--- src/rtl/cap_ring_pkg.sv ---
package cap_ring_pkg;

    localparam int WORD_W = 32;
    localparam int HALF_W = WORD_W / 2;
    localparam int IDX_W  = 3;

    // control word bit positions
    localparam int CB_GO    = 0;
    localparam int CB_BLIND = 4;
    localparam int CB_HALF  = 8;
    localparam int CB_UPPER = 9;

    typedef enum logic [IDX_W-1:0] {
        RG_CTRL   = 3'd0,
        RG_STAT   = 3'd1,
        RG_WIN_LO = 3'd2,
        RG_WIN_HI = 3'd3,
        RG_TAIL   = 3'd4,
        RG_NEXT   = 3'd5
    } reg_idx_e;

    typedef enum logic [1:0] {
        PK_FULL = 2'd0,
        PK_LOW  = 2'd1,
        PK_HIGH = 2'd2
    } pack_e;

    typedef struct packed {
        logic  blind;
        pack_e pack;
    } cap_mode_t;

    typedef struct packed {
        logic wrapped;
        logic ovf;
        logic done;
    } cap_stat_t;

    function automatic cap_mode_t decode_ctrl(input logic [WORD_W-1:0] w);
        cap_mode_t m;
        m.blind = w[CB_BLIND];
        if (!w[CB_HALF])
            m.pack = PK_FULL;
        else if (w[CB_UPPER])
            m.pack = PK_HIGH;
        else
            m.pack = PK_LOW;
        return m;
    endfunction

    function automatic logic [WORD_W-1:0] pack_word(input pack_e p, input logic [WORD_W-1:0] d);
        logic [WORD_W-1:0] r;
        case (p)
            PK_LOW:  r = {{HALF_W{1'b0}}, d[HALF_W-1:0]};
            PK_HIGH: r = {{HALF_W{1'b0}}, d[WORD_W-1:HALF_W]};
            default: r = d;
        endcase
        return r;
    endfunction

endpackage

--- src/rtl/cap_ring_regs.sv ---
module cap_ring_regs
    import cap_ring_pkg::*;
#(
    parameter int AW = 32
) (
    input  logic              clk,
    input  logic              rst,
    input  logic              wr,
    input  logic [IDX_W-1:0]  idx,
    input  logic [WORD_W-1:0] wdata,
    input  cap_stat_t         stat,
    input  logic [AW-1:0]     next_addr,
    output logic [AW-1:0]     win_lo,
    output logic [AW-1:0]     win_hi,
    output logic [AW-1:0]     tail_len,
    output cap_mode_t         mode,
    output logic              go,
    output logic              halt,
    output logic [WORD_W-1:0] rdata
);

    localparam logic [WORD_W-1:0] CTRL_MASK =
        (WORD_W'(1) << CB_GO) | (WORD_W'(1) << CB_BLIND) |
        (WORD_W'(1) << CB_HALF) | (WORD_W'(1) << CB_UPPER);

    reg_idx_e          sel;
    logic [WORD_W-1:0] ctrl_q;

    assign sel  = reg_idx_e'(idx);
    assign go   = wr && (sel == RG_CTRL) && wdata[CB_GO];
    assign halt = wr && (sel == RG_CTRL) && !wdata[CB_GO];

    always_ff @(posedge clk) begin
        if (rst) begin
            win_lo   <= '0;
            win_hi   <= '0;
            tail_len <= '0;
            ctrl_q   <= '0;
            mode     <= '0;
        end else if (wr) begin
            case (sel)
                RG_WIN_LO: win_lo   <= {wdata[AW-1:2], 2'b00};
                RG_WIN_HI: win_hi   <= {wdata[AW-1:2], 2'b00};
                RG_TAIL:   tail_len <= {wdata[AW-1:2], 2'b00};
                RG_CTRL: begin
                    ctrl_q <= wdata & CTRL_MASK;
                    if (wdata[CB_GO])
                        mode <= decode_ctrl(wdata);
                end
                default: ;
            endcase
        end
    end

    always_comb begin
        case (sel)
            RG_CTRL:   rdata = ctrl_q;
            RG_STAT:   rdata = WORD_W'(stat);
            RG_WIN_LO: rdata = WORD_W'(win_lo);
            RG_WIN_HI: rdata = WORD_W'(win_hi);
            RG_TAIL:   rdata = WORD_W'(tail_len);
            RG_NEXT:   rdata = WORD_W'(next_addr);
            default:   rdata = '0;
        endcase
    end

endmodule

--- src/rtl/cap_ring_stage.sv ---
module cap_ring_stage
    import cap_ring_pkg::*;
(
    input  logic              clk,
    input  logic              rst,
    input  logic              running,
    input  logic              go,
    input  logic              halt,
    input  logic              finish,
    input  pack_e             pack,
    input  logic              sample_valid,
    input  logic [WORD_W-1:0] sample_data,
    input  logic              mem_ready,
    output logic              pend,
    output logic [WORD_W-1:0] pend_data,
    output logic              ovf_flag
);

    logic load;
    logic clash;

    assign load  = running && sample_valid && !finish && (!pend || mem_ready);
    assign clash = running && sample_valid && pend && !mem_ready;

    always_ff @(posedge clk) begin
        if (rst) begin
            pend      <= 1'b0;
            pend_data <= '0;
            ovf_flag  <= 1'b0;
        end else if (go) begin
            pend     <= 1'b0;
            ovf_flag <= 1'b0;
        end else if (halt || finish) begin
            pend <= 1'b0;
        end else begin
            if (load) begin
                pend      <= 1'b1;
                pend_data <= pack_word(pack, sample_data);
            end else if (pend && mem_ready) begin
                pend <= 1'b0;
            end
            if (clash)
                ovf_flag <= 1'b1;
        end
    end

endmodule

--- src/rtl/cap_ring_addr.sv ---
module cap_ring_addr #(
    parameter int AW = 32
) (
    input  logic          clk,
    input  logic          rst,
    input  logic          go,
    input  logic          halt,
    input  logic [AW-1:0] win_lo,
    input  logic [AW-1:0] win_hi,
    input  logic [AW-1:0] tail_len,
    input  logic          blind,
    input  logic          trig,
    input  logic          accept,
    output logic [AW-1:0] cur,
    output logic          run,
    output logic          finish,
    output logic          done_flag,
    output logic          wrap_flag
);

    localparam logic [AW-1:0] STEP = AW'(4);

    logic [AW-1:0] step_addr;
    logic [AW-1:0] span;
    logic [AW-1:0] filled;
    logic [AW-1:0] left;
    logic          trig_seen;
    logic          at_end;

    assign step_addr = cur + STEP;
    assign span      = win_hi - win_lo;
    assign at_end    = (step_addr == win_hi);

    always_comb begin
        finish = 1'b0;
        if (run && accept) begin
            if (blind)
                finish = (filled + STEP == span);
            else
                finish = trig_seen && (left == STEP);
        end
    end

    always_ff @(posedge clk) begin
        if (rst) begin
            cur       <= '0;
            run       <= 1'b0;
            filled    <= '0;
            left      <= '0;
            trig_seen <= 1'b0;
            done_flag <= 1'b0;
            wrap_flag <= 1'b0;
        end else if (go) begin
            cur       <= win_lo;
            run       <= 1'b1;
            filled    <= '0;
            left      <= '0;
            trig_seen <= 1'b0;
            done_flag <= 1'b0;
            wrap_flag <= 1'b0;
        end else if (halt) begin
            run <= 1'b0;
        end else begin
            if (accept) begin
                cur    <= at_end ? win_lo : step_addr;
                filled <= filled + STEP;
                if (at_end)
                    wrap_flag <= 1'b1;
            end
            if (run && !blind && trig && !trig_seen) begin
                trig_seen <= 1'b1;
                left      <= tail_len;
            end else if (accept && trig_seen) begin
                left <= left - STEP;
            end
            if (finish) begin
                run       <= 1'b0;
                done_flag <= 1'b1;
            end
        end
    end

endmodule

--- src/rtl/cap_ring_ctrl.sv ---
module cap_ring_ctrl
    import cap_ring_pkg::*;
#(
    parameter int AW = 32
) (
    input  logic          clk,
    input  logic          rst,
    input  logic          reg_wr,
    input  logic [2:0]    reg_idx,
    input  logic [31:0]   reg_wdata,
    output logic [31:0]   reg_rdata,
    input  logic          sample_valid,
    input  logic [31:0]   sample_data,
    input  logic          trig,
    output logic          mem_valid,
    input  logic          mem_ready,
    output logic [AW-1:0] mem_addr,
    output logic [31:0]   mem_data
);

    logic [AW-1:0] win_lo;
    logic [AW-1:0] win_hi;
    logic [AW-1:0] tail_len;
    cap_mode_t     mode;
    cap_stat_t     stat;
    logic          go;
    logic          halt;
    logic          ctrl_wr;
    logic          run;
    logic          finish;
    logic          done_flag;
    logic          wrap_flag;
    logic          ovf_flag;
    logic          accept;
    logic [AW-1:0] cur;

    assign accept  = mem_valid && mem_ready;
    assign ctrl_wr = go || halt;
    assign stat    = '{wrapped: wrap_flag, ovf: ovf_flag, done: done_flag};
    assign mem_addr = cur;

    cap_ring_regs #(.AW(AW)) u_regs (
        .clk       (clk),
        .rst       (rst),
        .wr        (reg_wr),
        .idx       (reg_idx),
        .wdata     (reg_wdata),
        .stat      (stat),
        .next_addr (cur),
        .win_lo    (win_lo),
        .win_hi    (win_hi),
        .tail_len  (tail_len),
        .mode      (mode),
        .go        (go),
        .halt      (halt),
        .rdata     (reg_rdata)
    );

    cap_ring_stage u_stage (
        .clk          (clk),
        .rst          (rst),
        .running      (run),
        .go           (go),
        .halt         (halt),
        .finish       (finish),
        .pack         (mode.pack),
        .sample_valid (sample_valid),
        .sample_data  (sample_data),
        .mem_ready    (mem_ready),
        .pend         (mem_valid),
        .pend_data    (mem_data),
        .ovf_flag     (ovf_flag)
    );

    cap_ring_addr #(.AW(AW)) u_addr (
        .clk       (clk),
        .rst       (rst),
        .go        (go),
        .halt      (halt),
        .win_lo    (win_lo),
        .win_hi    (win_hi),
        .tail_len  (tail_len),
        .blind     (mode.blind),
        .trig      (trig),
        .accept    (accept),
        .cur       (cur),
        .run       (run),
        .finish    (finish),
        .done_flag (done_flag),
        .wrap_flag (wrap_flag)
    );

endmodule

--- config.mk ---
export PLATFORM = sky130hd
export DESIGN_NAME = cap_ring_ctrl
export DESIGN_NICKNAME = d
export VERILOG_FILES = /design/src/rtl/cap_ring_pkg.sv /design/src/rtl/cap_ring_regs.sv /design/src/rtl/cap_ring_stage.sv /design/src/rtl/cap_ring_addr.sv /design/src/rtl/cap_ring_ctrl.sv
export SDC_FILE = /design/constraint.sdc
export NUM_CORES = 1
export LEC_CHECK = 0
export ABC_CLOCK_PERIOD_IN_PS = 4000
export CAP_MARGIN = 20
export CORE_AREA = 2 2 132 199
export CTS_CLUSTER_SIZE = 25
export DETAILED_ROUTE_END_ITERATION = 10
export DIE_AREA = 0 0 134 201
export PLACE_DENSITY = 0.82
export SKIP_CTS_REPAIR_TIMING = 1
export SLEW_MARGIN = 40
export SYNTH_ARGS = -nofsm -noshare
export SYNTH_HDL_FRONTEND = slang
export SYNTH_SLANG_ARGS = --single-unit
--- constraint.sdc ---
create_clock -name clk -period 4 [get_ports clk]
set_input_delay 0.8 -clock clk [delete_from_list [all_inputs] [get_ports clk]]
set_output_delay 0.8 -clock clk [all_outputs]
set_load 0.01 [all_outputs]
* Yosys cells after proc, flatten, opt, wreduce, memory -nomap -nowiden *
Cells that the tools add are included.

word-level totals
  register bits = 231
  bits of input ports = 73
  output and inout port bits = 97

operators by class
  add/subtract/negate cells = 4
  eq/ne operators = 11
  mux-type cells = 17
  bitwise logic cells = 3
  reductions and logical operators = 43

operators by type and width
  cell                   number
  $mux 32                6
  $pmux 32 s6            1
  $add 32x3->32 const B  2
  $eq 32x32->1           2
  $pmux 32 s2            1
  $eq 32x3->1 const B    1
  $sub 32x3->32 const B  1
  $sub 32x32->32         1
  $reduce_and 2->1       10
  $logic_and 1x1->1      15
  $reduce_and 3->1       3
  $mux 1                 7
  $eq 3x2->1 const B     2
  $eq 3x3->1 const B     2
  $logic_not 1->1        6
  $reduce_bool 2->1      3
  $mux 2                 2
  $eq 3x1->1 const B     1
  $logic_not 3->1        1
  $not 1->1              3
  $reduce_bool 3->1      1
  $reduce_or 3->1        1
  $eq 2x1->1 const B     1
  $eq 2x2->1 const B     1
  other kinds (3)        4

* Longest topological paths before layout *
  word-level depth = 8
  gate-level depth with buffers = 15

* By module *
Synthesis repeated with hierarchy kept, for this count alone.

second synthesis, totals
  cell total of the unflattened synthesis = 2081
  area, all modules = 15803.9 µm²

by module, submodules not included
  module          times used  cells each  area an instance (µm²)  sequential area each (µm²)
  cap_ring_addr   1           1346        9631.7                  1961.9
  cap_ring_regs   1           561         4443.0                  1941.9
  cap_ring_stage  1           173         1722.9                  680.7
  cap_ring_ctrl   1           1           6.3                     0.0

* Least setup slack after synthesis *
No wires, ideal clock.

  kind = reg-to-reg
  start = register u_addr.cur[3]
  end = register u_addr.cur[17]
  library setup time = 128 ps
  arrival = 3552 ps
  setup slack = 320 ps
  cell stages (with the launch flop) = 16
  buffers on the path = 3
  clock period less this slack = 3680 ps
  path through = dfxtp_1 ha_1 and4_1 buf_2 nand4_1 nor4_2 a21oi_1 or4_4 nor4_2 nand4_2 and2_4 buf_6 buf_6 a21oi_1 a2bb2oi_1 nor2_1

on the way
  cells in the longest elaborated chain, start to end = 6

RTL lines
  item                    line                 text
  start, declared         cap_ring_addr.sv:14  output logic [AW-1:0] cur,
  start signal, assigned  cap_ring_addr.sv:54  cur <= win_lo;
  start signal, assigned  cap_ring_addr.sv:65  cur <= at_end ? win_lo : step_addr;
  $add 32x3->32 *         cap_ring_addr.sv:30  assign step_addr = cur + STEP;
  $eq 32x32->1            cap_ring_addr.sv:32  assign at_end = (step_addr == win_hi);
  $mux 32 *               cap_ring_addr.sv:65
  $mux 32 *               cap_ring_addr.sv:64  if (accept) begin
  $mux 32 *               cap_ring_addr.sv:61  end else if (halt) begin
  $mux 32 *               cap_ring_addr.sv:53  end else if (go) begin

Every way passes the cells marked *; elsewhere a longest branch is shown, timed or not. The select of a mux whose other input is x is not followed.
A chain may end at the register's enable or synchronous reset.

* Worst setup path in the final report *
  start = register u_addr.cur[2]
  end = register u_addr.cur[22]

Same word-level chain as after synthesis.

==> metrics.cfg <==
[place]
place_ws_ns = 0.0433
post-dp-hpwl_mm = 36.1
gp_congestion = 1.01
port_buffers = 166
placedCellCount = 2366

[global_route]
use_met2_pct = 60.2
globalRouteMet1Util_pct = 41.5
grt-ovfl-total = 0
antenna_found_initial = 0
grt_pass1_wl_mm = 75.7
grt_max_degree = 127
grt_use_met3_pct = 3.96
grt_use_total_pct = 34.7
grt_pass1_vias = 14500
busiest_layer = met2

[route]
drc = 0
drtPass1Iterations = 8
num_vias = 15000
post_drt_wl_per_cell_um = 20.0
viasPerCell = 6.23
wirelength_mm = 48.2
drt_iter0_drc = 1317
postRouteAntennaNets = 0

[setup_path]
reg2reg_depth = 12
worst_setup_path_start_kind = flop
max_stage_delay_ns = 0.47
cp_common_cell = buf_4
critical-path-slowest-cell = dfxtp_1
reg2reg_from = u_addr.cur[2]
crit_chain = nand3_2, buf_4, or3_1, nor3_4, buf_4, and3_1, o211ai_1, a211oi_1, nand4_2, nand2_2, nor2_2, a2111oi_1
worstPathArrival_ns = 4.31
cp.required_ns = 4.42
worstPathMaxFanout = 14
crit_type = reg -> reg
reg2reg_to = u_addr.cur[22]
endpoint_kind = flop
r2r_slack_ns = 0.11

[sta]
rsz0062_at_grt = false
min_period_ns = 3.89
tightest_slew_ns = 0.901
finalSetupViolations = 0
fmax_mhz = 257
drv_slew = 0
hold_ws_ns = 0.458
fin_crit_sh_pct = 97.3
skew_ns = 0.0202
slew_headroom_pct = 39.8
final-hold-violation-count = 0
fin_tns_setup_ns = 0
fin_ws_ns = 0.109

[worst_hold_path]
hold_class = reg -> reg
hold_depth = 2
min-delay-start = u_regs.ctrl_q[8]
holdPathEnd = u_regs.ctrl_q[8]

[floorplanning]
pin_count = 170
die_w_um = 134
die_h_um = 201
die_area_um2 = 26900
initial_core_util_pct = 56.0
num_rows = 72
core_um2 = 25300

[logic_synthesis]
syn_inst = 1905
synth_top_area_share_pct = 31.8
synth_area_per_cell_um2 = 7.44
ys_warn_count = 0
yosys-top-cells-area = dfxtp_1, nand2_1, a21oi_1
synth-seq-area-share_pct = 31.8
synth_edf_count = 0
ys_async_sr_fraction_pct = 0
synth-seq-cells = 225
yosysTopAreaCell = dfxtp_1
synth_flop_cell = dfxtp_1
ys_types = 80
syn_area_um2 = 14200

[clock_network]
cts-htree-levels = 1
cts_root_buf = clkbuf_16
cts_tree = yes
worst_skew_pair.late_latency_ns = 0.54
cts_buffer_depth = 3
clock-sinks = 225
clkTransAtPathRegs_ns = 0.07
cts_made_buffers = 24

[power]
ir_drop_v = 0.000325
p_switching_mw = 1.47
p_leak_nw = 6.38
swShare_pct = 27.0
p_comb_share_pct = 15.6
clockPowerShare_pct = 41.9
p_seq_share_pct = 42.5
p_int_mw = 3.97
powerDensity_nw_per_um2 = 313

[layout]
nets = 2168
area_delta_synth_final_pct = 22.5
drive_above_1_share_pct = 9.54
fin_cells = 2408
finish.utilization_pct = 68.6
diodes = 0

[outcome]
status = finished, final reports clean

[run]
drv_cap = 0

worst max path at each step:
stage / end / startpoint / cells after the start
2_1_floorplan: u_addr.cur[17] / u_addr.cur[3] / 15
3_3_place_gp: u_stage.pend_data[9] / u_regs.win_hi[2] / 16
3_5_place_dp: u_stage.pend_data[1] / u_regs.win_hi[2] / 16
4_1_cts: u_stage.pend_data[1] / u_regs.win_hi[2] / 16
5_1_grt: u_stage.pend_data[1] / u_addr.left[13] / 14
6_report: u_addr.cur[22] / u_addr.cur[2] / 12
cell families (layout without fill, tap and decap cells):
| logic type | count (synthesis) | after routing | share of synthesized area (%) |
|---|---|---|---|
| adders and majority gates | 36 | 36 | 3.23 |
| and+or+nand+nor | 767 | 767 | 25.8 |
| xor gates and xnor gates | 143 | 143 | 8.94 |
| DFF | 225 | 225 | 31.8 |
| buffers and inverters | 183 | 352 | 5.28 |
| muxes | 25 | 25 | 1.76 |
| other | 1 | 2 | 0.0264 |
| AOI/OAI and AO/OA | 525 | 525 | 23.1 |
registers in the layout, summed over array words and instances, names as in the netlist:
register           count
u_stage.pend_data     32
u_addr.cur            30
u_addr.filled         30
u_addr.left           30
u_regs.tail_len       30
u_regs.win_hi         30
u_regs.win_lo         30
u_regs.ctrl_q          4
u_regs.mode            3
u_addr.done_flag       1
u_addr.run             1
u_addr.trig_seen       1
u_addr.wrap_flag       1
u_stage.ovf_flag       1
u_stage.pend           1
per-stage QoR:
stage	area, um2	total power [mW]
finish	17400	5.44
global route	17400	5.60
CTS	17300	5.42
detailed placement	16600	3.17
global placement	16500	3.16
floorplan	14200	2.86
routing by layer:
| layer | routed length (um) | vias up |
|---|---|---|
| met5 | 0 | - |
| met4 | 2700 | 0 |
| met3 | 3450 | 182 |
| met2 | 23600 | 720 |
| met1 | 18400 | 7038 |
| li1 | - | 7054 |
synthesized netlist by cell type (all sizes together) (6+ instances only):
| cell type | instances |
|---|---|
| a2111oi | 7 |
| a211oi | 20 |
| a21o | 9 |
| a21oi | 218 |
| a221oi | 6 |
| a22oi | 82 |
| a31o | 16 |
| a31oi | 17 |
| and2 | 15 |
| and3 | 21 |
| and4 | 13 |
| buf | 26 |
| clkbuf | 108 |
| dfxtp | 225 |
| ha | 35 |
| inv | 49 |
| mux2i | 25 |
| nand2 | 332 |
| nand2b | 26 |
| nand3 | 51 |
| nand3b | 19 |
| nand4 | 31 |
| nor2 | 153 |
| nor2b | 14 |
| nor3 | 29 |
| nor4 | 20 |
| o211ai | 7 |
| o21a | 7 |
| o21ai | 83 |
| o22ai | 10 |
| o31ai | 6 |
| o32ai | 9 |
| or2 | 8 |
| or3 | 22 |
| xnor2 | 95 |
| xor2 | 47 |
worst max-delay path: cells and delay by family (launching register included):
family / cells / cell delay, ns
simple gates: 7 / 1.87
compound gates: 3 / 1.03
flops: 1 / 0.47
buf+inv: 2 / 0.37
cell usage in the layout (no fill, tap or decap), types with 7 or more instances in the layout:
cell type          n
ha_1              34
mux2i_1           25
xor2_1            47
or2_2              7
buf_12             8
nor3_1            27
a21o_1             9
inv_1             49
nand3b_1          19
o32ai_1            9
clkbuf_1           8
o21ai_0           80
a21oi_1          213
and2_1            14
a22oi_1           82
o21a_1             7
dfxtp_1          225
nand3_1           50
xnor2_1           95
clkbuf_16         25
nor2_1           148
a31o_2            16
nor2b_1           13
clkdlybuf4s50_1  165
nor4_2             7
nand4_1           28
a211oi_1          19
buf_4             86
or3_1             22
nand2_1          328
o22ai_1           10
a31oi_1           16
and4_1            12
and3_1            21
nand2b_1          25
o211ai_1           7
nor4_1            13
power by group through the flow:
stage          logic, mW  clock network [mW]  registers [mW]
2_1_floorplan      0.515                   0            2.35
3_3_place_gp       0.803                   0            2.35
3_5_place_dp       0.816                   0            2.36
4_1_cts            0.821                2.29            2.31
5_1_grt            0.911                2.38            2.31
6_report           0.848                2.28            2.31
cell type report:
type | instances | area, um2
clock inverters | 6 | 85.1
multi-input cells | 1498 | 9010
flip-flops and latches | 225 | 4500
well taps | 333 | 417
clock buffers | 36 | 697
repair buffers | 261 | 2480
inverters | 49 | 184
fillers | 2173 | 7940
Note: power is estimated with default switching activity, not from simulation.
